--- src/rtl/asidTlbPkg.sv ---
package asidTlbPkg;

  localparam int ATTR_W = 4;

  typedef enum logic [1:0] {
    ACC_READ  = 2'd0,
    ACC_WRITE = 2'd1,
    ACC_FETCH = 2'd2,
    ACC_NONE  = 2'd3
  } accKind_t;

  typedef enum logic [2:0] {
    ST_IDLE,
    ST_LOOK,
    ST_MEMREQ,
    ST_MEMWAIT,
    ST_RESP
  } tlbState_t;

  localparam logic [5:0] CAUSE_NONE       = 6'd0;
  localparam logic [5:0] CAUSE_I_MISS     = 6'd16;
  localparam logic [5:0] CAUSE_I_MULTI    = 6'd17;
  localparam logic [5:0] CAUSE_I_PRIV     = 6'd18;
  localparam logic [5:0] CAUSE_I_PROHIB   = 6'd20;
  localparam logic [5:0] CAUSE_D_MISS     = 6'd24;
  localparam logic [5:0] CAUSE_D_MULTI    = 6'd25;
  localparam logic [5:0] CAUSE_D_PRIV     = 6'd26;
  localparam logic [5:0] CAUSE_LD_PROHIB  = 6'd28;
  localparam logic [5:0] CAUSE_ST_PROHIB  = 6'd29;

  typedef struct packed {
    logic captureReq;
    logic latchLook;
    logic installRefill;
    logic refillFail;
  } tlbStrobe_t;

  typedef struct packed {
    logic rd;
    logic wr;
    logic ex;
  } perm_t;

  function automatic perm_t decodeAttr(input logic [ATTR_W-1:0] attr);
    perm_t p;
    p = '0;
    if (attr < 4'd12) begin
      p.rd = 1'b1;
      p.ex = attr[0];
      p.wr = attr[1];
    end else if (attr == 4'd13) begin
      p.rd = 1'b1;
      p.wr = 1'b1;
    end
    return p;
  endfunction

endpackage

--- src/rtl/tlbCtrl.sv ---
module tlbCtrl
  import asidTlbPkg::*;
(
  input  logic       clk,
  input  logic       rstN,
  input  logic       reqValid,
  input  logic       lookMiss,
  input  logic       memReqReady,
  input  logic       memRspValid,
  input  logic       memRspErr,
  output tlbStrobe_t strobe,
  output logic       reqReady,
  output logic       memReqValid,
  output logic       rspValid
);

  tlbState_t state, nextState;

  always_ff @(posedge clk) begin
    if (!rstN) state <= ST_IDLE;
    else       state <= nextState;
  end

  always_comb begin
    nextState = state;
    strobe    = '0;
    case (state)
      ST_IDLE: begin
        if (reqValid) begin
          strobe.captureReq = 1'b1;
          nextState = ST_LOOK;
        end
      end
      ST_LOOK: begin
        if (lookMiss) begin
          nextState = ST_MEMREQ;
        end else begin
          strobe.latchLook = 1'b1;
          nextState = ST_RESP;
        end
      end
      ST_MEMREQ: begin
        if (memReqReady) nextState = ST_MEMWAIT;
      end
      ST_MEMWAIT: begin
        if (memRspValid) begin
          if (memRspErr) strobe.refillFail    = 1'b1;
          else           strobe.installRefill = 1'b1;
          nextState = ST_RESP;
        end
      end
      ST_RESP: nextState = ST_IDLE;
      default: nextState = ST_IDLE;
    endcase
  end

  assign reqReady    = (state == ST_IDLE);
  assign memReqValid = (state == ST_MEMREQ);
  assign rspValid    = (state == ST_RESP);

endmodule

--- src/rtl/tlbDatapath.sv ---
module tlbDatapath
  import asidTlbPkg::*;
#(
  parameter int ADDR_W     = 32,
  parameter int PAGE_BITS  = 12,
  parameter int SETS       = 4,
  parameter int WAYS       = 4,
  parameter int ASID_W     = 8,
  parameter int RINGS      = 4,
  parameter int PTE_RING_LSB = 4,
  parameter logic [RINGS*ASID_W-1:0] RINGID_RESET = 32'h04030201
) (
  input  logic                    clk,
  input  logic                    rstN,
  input  tlbStrobe_t              strobe,
  input  logic [ADDR_W-1:0]       reqVaddr,
  input  logic [1:0]              reqAccess,
  input  logic [$clog2(RINGS)-1:0] reqRing,
  input  logic [ADDR_W-1:0]       ptBase,
  input  logic                    ringIdWe,
  input  logic [RINGS*ASID_W-1:0] ringIdData,
  input  logic [ADDR_W-1:0]       memRspData,
  output logic                    lookMiss,
  output logic [ADDR_W-1:0]       memReqAddr,
  output logic                    rspFault,
  output logic [5:0]              rspCause,
  output logic [ADDR_W-1:0]       rspPaddr,
  output logic                    rspRead,
  output logic                    rspWrite,
  output logic                    rspExec
);

  localparam int VPN_W     = ADDR_W - PAGE_BITS;
  localparam int IDX_W     = $clog2(SETS);
  localparam int WAY_W     = $clog2(WAYS);
  localparam int RING_W    = $clog2(RINGS);
  localparam int PTE_SHIFT = PAGE_BITS - 2;

  // captured request
  logic [ADDR_W-1:0] curVa;
  logic [1:0]        curAcc;
  logic [RING_W-1:0] curRing;

  always_ff @(posedge clk) begin
    if (!rstN) begin
      curVa   <= '0;
      curAcc  <= '0;
      curRing <= '0;
    end else if (strobe.captureReq) begin
      curVa   <= reqVaddr;
      curAcc  <= reqAccess;
      curRing <= reqRing;
    end
  end

  // ring-identifier register
  logic [RINGS*ASID_W-1:0] ringIdReg;

  always_ff @(posedge clk) begin
    if (!rstN)         ringIdReg <= RINGID_RESET;
    else if (ringIdWe) ringIdReg <= ringIdData;
  end

  // entry storage
  logic [ASID_W-1:0] asidMem [WAYS][SETS];
  logic [VPN_W-1:0]  vpnMem  [WAYS][SETS];
  logic [VPN_W-1:0]  ppnMem  [WAYS][SETS];
  logic [ATTR_W-1:0] attrMem [WAYS][SETS];
  logic [WAY_W-1:0]  victimCnt;

  logic [IDX_W-1:0]  setIdx;
  logic [VPN_W-1:0]  curVpn;
  logic [RING_W-1:0] pteRing;
  logic [WAY_W-1:0]  victimWay;

  assign setIdx    = curVa[PAGE_BITS +: IDX_W];
  assign curVpn    = curVa[ADDR_W-1:PAGE_BITS];
  assign pteRing   = memRspData[PTE_RING_LSB +: RING_W];
  assign victimWay = victimCnt + 1'b1;

  always_ff @(posedge clk) begin
    if (!rstN) begin
      victimCnt <= '0;
      for (int w = 0; w < WAYS; w++) begin
        for (int s = 0; s < SETS; s++) begin
          asidMem[w][s] <= '0;
          vpnMem[w][s]  <= '0;
          ppnMem[w][s]  <= '0;
          attrMem[w][s] <= '0;
        end
      end
    end else if (strobe.installRefill) begin
      victimCnt                  <= victimWay;
      asidMem[victimWay][setIdx] <= ringIdReg[pteRing*ASID_W +: ASID_W];
      vpnMem[victimWay][setIdx]  <= curVpn;
      ppnMem[victimWay][setIdx]  <= memRspData[ADDR_W-1:PAGE_BITS];
      attrMem[victimWay][setIdx] <= memRspData[ATTR_W-1:0];
    end
  end

  // per-way ring resolution and hit detection
  logic [WAYS-1:0]   hitVec;
  logic [RING_W-1:0] wayRing [WAYS];

  for (genvar gw = 0; gw < WAYS; gw++) begin : gWay
    logic              ringFound;
    logic [RING_W-1:0] ringIdx;
    logic [ASID_W-1:0] wayAsid;

    assign wayAsid = asidMem[gw][setIdx];

    always_comb begin
      ringFound = 1'b0;
      ringIdx   = '0;
      for (int r = RINGS - 1; r >= 0; r--) begin
        if (ringIdReg[r*ASID_W +: ASID_W] == wayAsid) begin
          ringFound = 1'b1;
          ringIdx   = RING_W'(r);
        end
      end
    end

    assign wayRing[gw] = ringIdx;
    assign hitVec[gw]  = (wayAsid != '0) && ringFound &&
                         (vpnMem[gw][setIdx] == curVpn);
  end

  logic              lookMulti;
  logic [RING_W-1:0] hitRing;
  logic [VPN_W-1:0]  hitPpn;
  logic [ATTR_W-1:0] hitAttr;

  assign lookMiss  = (hitVec == '0);
  assign lookMulti = ($countones(hitVec) > 1);

  always_comb begin
    hitRing = '0;
    hitPpn  = '0;
    hitAttr = '0;
    for (int w = 0; w < WAYS; w++) begin
      if (hitVec[w]) begin
        hitRing = wayRing[w];
        hitPpn  = ppnMem[w][setIdx];
        hitAttr = attrMem[w][setIdx];
      end
    end
  end

  // page-table entry address
  assign memReqAddr = (ptBase | (curVa >> PTE_SHIFT)) & ~ADDR_W'(3);

  // response evaluation
  logic              useRefill;
  logic [RING_W-1:0] selRing;
  logic [VPN_W-1:0]  selPpn;
  logic [ATTR_W-1:0] selAttr;
  perm_t             selPerm;
  logic              granted;
  logic              isFetch;
  logic              nFault;
  logic [5:0]        nCause;

  assign useRefill = strobe.installRefill;
  assign isFetch   = (curAcc == ACC_FETCH);

  always_comb begin
    if (useRefill) begin
      selRing = pteRing;
      selPpn  = memRspData[ADDR_W-1:PAGE_BITS];
      selAttr = memRspData[ATTR_W-1:0];
    end else begin
      selRing = hitRing;
      selPpn  = hitPpn;
      selAttr = hitAttr;
    end
    selPerm = decodeAttr(selAttr);
    case (curAcc)
      ACC_READ:  granted = selPerm.rd;
      ACC_WRITE: granted = selPerm.wr;
      ACC_FETCH: granted = selPerm.ex;
      default:   granted = 1'b0;
    endcase
    nFault = 1'b1;
    if (strobe.refillFail) begin
      nCause = isFetch ? CAUSE_I_MISS : CAUSE_D_MISS;
    end else if (!useRefill && lookMulti) begin
      nCause = isFetch ? CAUSE_I_MULTI : CAUSE_D_MULTI;
    end else if (selRing < curRing) begin
      nCause = isFetch ? CAUSE_I_PRIV : CAUSE_D_PRIV;
    end else if (!granted) begin
      nCause = isFetch ? CAUSE_I_PROHIB :
               (curAcc == ACC_WRITE) ? CAUSE_ST_PROHIB : CAUSE_LD_PROHIB;
    end else begin
      nFault = 1'b0;
      nCause = CAUSE_NONE;
    end
  end

  always_ff @(posedge clk) begin
    if (!rstN) begin
      rspFault <= 1'b0;
      rspCause <= CAUSE_NONE;
      rspPaddr <= '0;
      rspRead  <= 1'b0;
      rspWrite <= 1'b0;
      rspExec  <= 1'b0;
    end else if (strobe.latchLook || strobe.installRefill || strobe.refillFail) begin
      rspFault <= nFault;
      rspCause <= nCause;
      rspPaddr <= {selPpn, curVa[PAGE_BITS-1:0]};
      rspRead  <= selPerm.rd;
      rspWrite <= selPerm.wr;
      rspExec  <= selPerm.ex;
    end
  end

endmodule

--- src/rtl/asidRingTlb.sv ---
module asidRingTlb
  import asidTlbPkg::*;
#(
  parameter int ADDR_W    = 32,
  parameter int PAGE_BITS = 12,
  parameter int SETS      = 4,
  parameter int WAYS      = 4,
  parameter int ASID_W    = 8,
  parameter int RINGS     = 4
) (
  input  logic                    clk,
  input  logic                    rstN,
  input  logic                    reqValid,
  output logic                    reqReady,
  input  logic [ADDR_W-1:0]       reqVaddr,
  input  logic [1:0]              reqAccess,
  input  logic [$clog2(RINGS)-1:0] reqRing,
  output logic                    rspValid,
  output logic                    rspFault,
  output logic [5:0]              rspCause,
  output logic [ADDR_W-1:0]       rspPaddr,
  output logic                    rspRead,
  output logic                    rspWrite,
  output logic                    rspExec,
  input  logic                    ringIdWe,
  input  logic [RINGS*ASID_W-1:0] ringIdData,
  input  logic [ADDR_W-1:0]       ptBase,
  output logic                    memReqValid,
  input  logic                    memReqReady,
  output logic [ADDR_W-1:0]       memReqAddr,
  input  logic                    memRspValid,
  input  logic [ADDR_W-1:0]       memRspData,
  input  logic                    memRspErr
);

  tlbStrobe_t strobe;
  logic       lookMiss;

  tlbCtrl i_ctrl (
    .clk         (clk),
    .rstN        (rstN),
    .reqValid    (reqValid),
    .lookMiss    (lookMiss),
    .memReqReady (memReqReady),
    .memRspValid (memRspValid),
    .memRspErr   (memRspErr),
    .strobe      (strobe),
    .reqReady    (reqReady),
    .memReqValid (memReqValid),
    .rspValid    (rspValid)
  );

  tlbDatapath #(
    .ADDR_W    (ADDR_W),
    .PAGE_BITS (PAGE_BITS),
    .SETS      (SETS),
    .WAYS      (WAYS),
    .ASID_W    (ASID_W),
    .RINGS     (RINGS)
  ) i_dp (
    .clk        (clk),
    .rstN       (rstN),
    .strobe     (strobe),
    .reqVaddr   (reqVaddr),
    .reqAccess  (reqAccess),
    .reqRing    (reqRing),
    .ptBase     (ptBase),
    .ringIdWe   (ringIdWe),
    .ringIdData (ringIdData),
    .memRspData (memRspData),
    .lookMiss   (lookMiss),
    .memReqAddr (memReqAddr),
    .rspFault   (rspFault),
    .rspCause   (rspCause),
    .rspPaddr   (rspPaddr),
    .rspRead    (rspRead),
    .rspWrite   (rspWrite),
    .rspExec    (rspExec)
  );

endmodule

--- config.mk ---
export PLATFORM = sky130hd
export DESIGN_NAME = asidRingTlb
export DESIGN_NICKNAME = d
export VERILOG_FILES = /design/src/rtl/asidTlbPkg.sv /design/src/rtl/tlbCtrl.sv /design/src/rtl/tlbDatapath.sv /design/src/rtl/asidRingTlb.sv
export SDC_FILE = /design/constraint.sdc
export NUM_CORES = 2
export LEC_CHECK = 0
export ABC_CLOCK_PERIOD_IN_PS = 7800
export BUFFER_PORTS_ARGS = -buffer_cell sky130_fd_sc_hd__buf_4
export CAP_MARGIN = 5
export CORE_MARGIN = 3
export CORE_UTILIZATION = 59
export CTS_CLUSTER_SIZE = 12
export DETAILED_ROUTE_END_ITERATION = 10
export HOLD_SLACK_MARGIN = 0.02
export PLACE_DENSITY_LB_ADDON = 0.3
export SYNTH_ARGS = -nofsm -noshare
export SYNTH_HDL_FRONTEND = slang
export SYNTH_SLANG_ARGS = --single-unit
--- constraint.sdc ---
create_clock -name clk -period 7.8 [get_ports clk]
set_clock_uncertainty 0.1 [all_clocks]
set_input_delay 1.17 -clock clk [delete_from_list [all_inputs] [get_ports clk]]
set_output_delay 1.17 -clock clk [all_outputs]
set_load 0.01 [all_outputs]
* Yosys cells after proc, flatten, opt, wreduce, memory -nomap -nowiden
Memories as Yosys holds them, arrays and structs flattened. Cells that the tools add are included.
Storage, ports and cells: flip-flop bits (word level) 115, RAM bits 832, bits of input ports 139, output and inout port bits 77, word-level logic and storage cells 232, memories 4
Memories:
- i_dp.ppnMem | words 4, width 80, rd ports 4, clocked after memory_dff 0, wr ports 4, line tlbDatapath.sv:67 | logic [VPN_W-1:0] ppnMem [WAYS][SETS];
- i_dp.vpnMem | words 4, width 80, rd ports 4, clocked after memory_dff 0, wr ports 4, line tlbDatapath.sv:66 | logic [VPN_W-1:0] vpnMem [WAYS][SETS];
- i_dp.asidMem | words 4, width 32, rd ports 4, clocked after memory_dff 0, wr ports 4, line tlbDatapath.sv:65 | logic [ASID_W-1:0] asidMem [WAYS][SETS];
- i_dp.attrMem | words 4, width 16, rd ports 4, clocked after memory_dff 0, wr ports 4, line tlbDatapath.sv:68 | logic [ATTR_W-1:0] attrMem [WAYS][SETS];
Cells by class: add/subtract/negate cells 4, magnitude comparators 5, equal/unequal tests 30, shift-type cells 1, muxes and demuxes 149, bitwise gates (word level) 2, reductions and logical operators 25
Operators with widths (count):
- $mux 20 | 22
- $mux 80 | 5
- $bmux 20 s2 | 8
- $reduce_or 80->1 | 2
- $eq 8x8->1 | 16
- $mux 32 | 3
- $eq 20x20->1 | 4
- $mux 8 | 9
- $mux 4 | 17
- $bmux 8 s2 | 4
- $mux 2 | 29
- $mux 16 | 3
- $demux 20 s2 | 1
- $add 32x32->32 | 1
- $bmux 4 s2 | 4
- $gt 32x2->1 const B | 1
- $or 32x22->32 | 1
- $reduce_bool 8->1 | 4
- $reduce_or 32->1 | 1
- $shiftx 32x6->8 | 1
- $mux 1 | 31
- $mux 6 | 5
- $demux 8 s2 | 1
- $reduce_or 16->1 | 1
- other kinds (26) | 42

* Longest topological paths before layout
word-level depth 24, mapped depth 22, gate-level depth less buffers 16

* Cells and area by module
From an unflattened synthesis, not the netlist that was laid out.
Unflattened totals: cell total of the unflattened synthesis 3362, area, all modules 44477.7 um2
By module, submodules not included:
- tlbDatapath | times used 1, cells an instance 3336, area each 44233.7 um2, sequential area each 27186.1 um2
- tlbCtrl | times used 1, cells an instance 26, area each 244.0 um2, sequential area each 60.1 um2

* Least setup slack after synthesis
OpenSTA, ideal clock, no wires.
path kind reg-to-reg, start point register i_dp.curVa[12], end point memory i_dp.asidMem[2][16] (netlist name), enable pin, setup time 411 ps, arrival time 4161 ps, data required time 7289 ps, path slack 3128 ps, cell stages (with the launch flop) 17, path buffers 12, clock period less this slack 4672 ps, cell sequence dfxtp_1 -> buf_6 -> buf_6 -> buf_6 -> buf_6 -> buf_6 -> buf_2 -> buf_2 -> buf_2 -> buf_2 -> buf_4 -> buf_2 -> nand2_1 -> nor2_1 -> nand3_1 -> clkbuf_1 -> nand2_1
RTL lines:
- start: declaration | line tlbDatapath.sv:40 | logic [ADDR_W-1:0] curVa;
- start signal: assignment | line tlbDatapath.sv:50 | curVa <= reqVaddr;
- end: declaration | line tlbDatapath.sv:65

* Final worst setup path
start point register i_dp.curVa[12], end point register i_dp.rspPaddr[13]
On the way: word-level cells in the longest chain between the ends 16, elaborated cells on any way between the ends 95, classes of those cells eq/ne: 20; mux: 59; bitwise: 1; reduce/logical: 15
RTL lines:
- $not 2->3 (not written as such) | line tlbDatapath.sv:110, tlbDatapath.sv:125, tlbDatapath.sv:143
- $bmux 8 s2 | line tlbDatapath.sv:110 | assign wayAsid = asidMem[gw][setIdx];
- $mux 8 (not written as such) (2 in series) | line tlbDatapath.sv:110
- $eq 8x8->1 | line tlbDatapath.sv:116 | if (ringIdReg[r*ASID_W +: ASID_W] == wayAsid) begin
- $mux 1 (4 in series) | line tlbDatapath.sv:116
- $logic_and 1x1->1 (2 in series) | line tlbDatapath.sv:124 | assign hitVec[gw] = (wayAsid != '0) && ringFound &&
- $mux 20 / $logic_not 4->1 (equally long branches) | line tlbDatapath.sv:141, tlbDatapath.sv:133
- $mux 20 / $mux 1 (equally long branches) | line tlbDatapath.sv:141, tlbCtrl.sv:35
- $mux 20 / $mux 1 (equally long branches) | line tlbDatapath.sv:141, tlbCtrl.sv:27
- $mux 20 / $logic_or 1x1->1 (equally long branches) | line tlbDatapath.sv:141, tlbDatapath.sv:207
- $mux 20 / $logic_or 1x1->1 (equally long branches) | line tlbDatapath.sv:167, tlbDatapath.sv:207
- end signal: assignment | line tlbDatapath.sv:210 | rspPaddr <= {selPpn, curVa[PAGE_BITS-1:0]};
- end: declaration | line tlbDatapath.sv:27 | output logic [ADDR_W-1:0] rspPaddr,
Parallel ways exist; a longest one is shown, timed or not. The select of a mux whose other input is x is not followed. A chain may end at the register's enable or synchronous reset.

==> results.md <==
- Slew @ Worst Pin: 1290 ps
- P_sw: 0.00259 W
- Reg-to-reg slack, setup: 980 ps
- Crit path max fanout: 45
- # DRC: 0
- Max IR drop VDD: 151 uV
- Pint: 0.00861 W
- Mapped Avg Cell Area: 13.3 um2
- Met3 WL: 10.4 mm
- Grt ovf: 0
- CTS tree: yes
- Async SR Flop Fraction: 0%
- Final core utilization: 66.9%
- Final hold viol count: 0
- WL final: 114 mm
- Dpl ws: 1070 ps
- Hold path depth: 2
- Post-CTS setup buffers: 0
- Clock transition at the registers of the reported paths: 60 ps
- Area grow syn2layout: 11.1%
- Hold Startpoint: i_dp.curVa[4]$_SDFFE_PN0P_
- Die W: 280 um
- Worst path arrival time: 7270 ps
- Most frequent cell after synthesis: edfxtp_1
- Simple-gate portion of the synthesized area: 16.5%
- Clk_lat worst skew: 660 ps
- I/O Buffers: 184
- Largest net degree at the start of global routing: 112
- RSZ-0062 raised after global routing: no
- Worst setup SP type: register
- Number of synthesis warnings: 0
- Sw frac: 23.1%
- CP required: 8250 ps
- Post-DP HPWL: 68.7 mm
- #FFs+latches synth: 945
- DR WL/cell: 25.7 um
- Final setup TNS: 0 ps
- Worst path slowest cell: dfxtp_4
- Io pins: 216
- Synth area leaders: edfxtp_1 56%, and2_1 9.3%, mux4_2 9.0%
- Status: completed
- CTS Sinks: 945
- Nets: 3548
- Synthesized cell area: 44400 um2
- Row cnt: 99
- Logic gate share of total power: 8.6%
- WS Path Type: register to register
- Full die area: 78500 um2
- Leak: 17.9 nW
- Worst rel slew slack: 14.1%
- Max stage delay on crit path: 840 ps
- Placed insts: 4259
- Antenna violations before repair: 1
- Fin crit share: 87.5%
- Hold/Removal Path Class: register to register
- Synth Area in Compound Gates: 3.30%
- Reg2Reg Depth: 16
- CTS Buffer Depth: 3
- Total GRT Usage: 29.4%
- Yosys cell types: 69
- Sequential share of the synthesized area: 61.4%
- Hold endpoint: i_dp.curVa[4]$_SDFFE_PN0P_
- Via count: 27500
- DRT met1 WL: 44.2 mm
- Fmax: 0.147 GHz
- Max layer used: met4
- Tmin final: 6820 ps
- Cell breakdown of the critical path: buf_4, mux4_2, xnor2_1, nand4_1, nor2_1, nor4_2, buf_4, nor2_2, buf_4, inv_1, ha_1, nand2_1, nand3_1, nand2_1, nand2_1, o21ai_0
- Hold_buf cts: 0
- Area leader, netlist: edfxtp_1
- Max Transition Viols Final: 0
- Worst R2R End: i_dp.rspPaddr[13]$_SDFFE_PN0P_
- Post-Synth XOR/XNOR Area: 4.15%
- Number of global-route vias before repair: 28400
- Final Wtd Congestion: 0.896
- Vias per inst: 6.20
- CP endpoint kind: register
- Reg-to-reg startpoint: i_dp.curVa[12]$_SDFFE_PN0P_
- Post-synth top cells: 832 x edfxtp_1, 661 x and2_1, 238 x nor2_1
- Starting DRC count in detailed routing: 3227
- CTS H-tree lvls: 3
- Part of the power in registers: 51.7%
- EDFF count, synth: 832
- First-pass DRT Iterations: 6
- Synth Flop Type: edfxtp_1
- Top cell type's share of synthesized area: 56.3%
- PD cells: 227 nW/um2
- Post-cts sizing count: 0
- Fin cells: 4438
- Initial Utilization: 60.2%
- Post-synthesis cell count: 3340
- First-pass GRT wire length: 173 mm
- Post-DRT Antenna Nets: 0
- Die height: 280 um
- CTS buffer count: 97
- Final setup fails: 0
- Setup ws final: 979 ps
- Fraction of layout cells with a size suffix above 1: 18.2%
- Multiplexer share of the synthesized area: 10.9%
- Max_cap viols: 0
- Largest family of logic cells by synthesized area: simple AND/OR/NAND/NOR gates
- CTS Root Cell: clkbuf_16
- Adder-Cell Fraction of Synth Area: 0.299%
- Clk pwr share: 39.7%
- Metal2 WL: 55.3 mm
- Core footprint: 73700 um2
[kinds of logic (layout without fill, tap and decap cells)]
family / after synthesis / after routing
AOI/OAI and AO/OA: 213 / 213
xor gates and xnor gates: 210 / 210
adders and majority gates: 10 / 10
buffers and inverters: 345 / 465
DFF: 945 / 945
muxes: 262 / 262
other: 1 / 20
and+or+nand+nor: 1354 / 1354
[sequential cells by signal (all words and copies together) (netlist names), 2 cells and up]
register / cells
i_dp.ppnMem: 320
i_dp.vpnMem: 320
i_dp.asidMem: 128
i_dp.attrMem: 64
i_dp.curVa: 32
i_dp.ringIdReg: 32
i_dp.rspPaddr: 32
i_dp.rspCause: 5
i_ctrl.state: 3
i_dp.curAcc: 2
i_dp.curRing: 2
i_dp.victimCnt: 2
[worst max-delay path by stage]
stage / endpoint / slack [ps] / cells past startpoint / startpoint
floorplan: i_dp.asidMem[2][16]$_SDFFCE_PN0P_ / 3130 / 16 / i_dp.curVa[12]$_SDFFE_PN0P_
global placement: i_dp.rspPaddr[30]$_SDFFE_PN0P_ / 1210 / 16 / i_dp.curVa[12]$_SDFFE_PN0P_
detailed placement: i_dp.rspPaddr[31]$_SDFFE_PN0P_ / 1070 / 16 / i_dp.curVa[12]$_SDFFE_PN0P_
CTS: i_dp.rspPaddr[13]$_SDFFE_PN0P_ / 1070 / 16 / i_dp.curVa[12]$_SDFFE_PN0P_
global route: i_dp.rspPaddr[13]$_SDFFE_PN0P_ / 440 / 16 / i_dp.curVa[12]$_SDFFE_PN0P_
finish: i_dp.rspPaddr[13]$_SDFFE_PN0P_ / 980 / 16 / i_dp.curVa[12]$_SDFFE_PN0P_
[layer usage]
metal / track usage [%] / vias to the layer above
met1: 39.7 / 13800
met2: 48.4 / 1438
met3: 4.76 / 255
met5: 0 / -
li1: - / 12000
met4: 11.7 / 0
[cell type report]
| cell class | count | area, um2 |
|---|---|---|
| flip-flops and latches | 945 | 27300 |
| multi-input cells | 2068 | 15800 |
| fillers | 5049 | 24400 |
| well taps | 959 | 1200 |
| diodes | 1 | 2.50 |
| inverters | 32 | 120 |
| repair buffers | 255 | 1930 |
| clock buffers | 150 | 2770 |
| clock inverters | 28 | 250 |
[critical path, delay by kind of cell, from the launching register on]
family | cells | cell delay, ps
DFF | 1 | 840
adders and majority gates | 1 | 390
and+or+nand+nor | 8 | 2110
AOI/OAI and AO/OA | 1 | 410
muxes | 1 | 720
buffers and inverters | 4 | 1850
xor gates and xnor gates | 1 | 180
[stage by stage]
stage / power [W] / area [um2] / hold slack, ps
final: 0.0112 / 49300 / 364
after detailed placement: 0.00685 / 46300 / 359
after floorplan: 0.00652 / 44400 / 343
after global placement: 0.00681 / 46300 / 352
after global routing: 0.0115 / 49300 / 393
after CTS: 0.0112 / 49300 / 368
[layout by cell type (no fill, tap or decap), drive strengths merged, types with 4 or more instances in the layout]
cell,synthesis,layout
a211oi,5,5
clkinv,1,30
nand3,70,70
a311oi,5,5
mux2,11,11
a221oi,21,21
nor4,26,26
xor2,35,35
clkbuf,237,150
mux2i,74,74
edfxtp,832,832
nand2,203,203
and2,661,661
conb,1,19
buf,76,255
a21boi,52,52
or2,24,24
nor2b,30,30
nor3b,7,7
nand4,41,41
nor2,239,239
or4,7,7
o211ai,6,6
nor4b,5,5
and3,4,4
nand2b,9,9
ha,9,9
a22oi,6,6
o22ai,4,4
xnor2,175,175
dfxtp,113,113
o21ai,42,42
or3,5,5
a31oi,10,10
a21oi,40,40
nor3,16,16
mux4,177,177
inv,31,27
[power groups by stage]
stage / Sequential, W / Combinational [W] / Clock [W]
detailed placement: 0.00589 / 0.000961 / 0
global placement: 0.00587 / 0.000940 / 0
CTS: 0.00578 / 0.000968 / 0.00448
finish: 0.00578 / 0.000968 / 0.00445
floorplan: 0.00581 / 0.000709 / 0
global route: 0.00580 / 0.00104 / 0.00468
(Power assumes the default switching activity.)
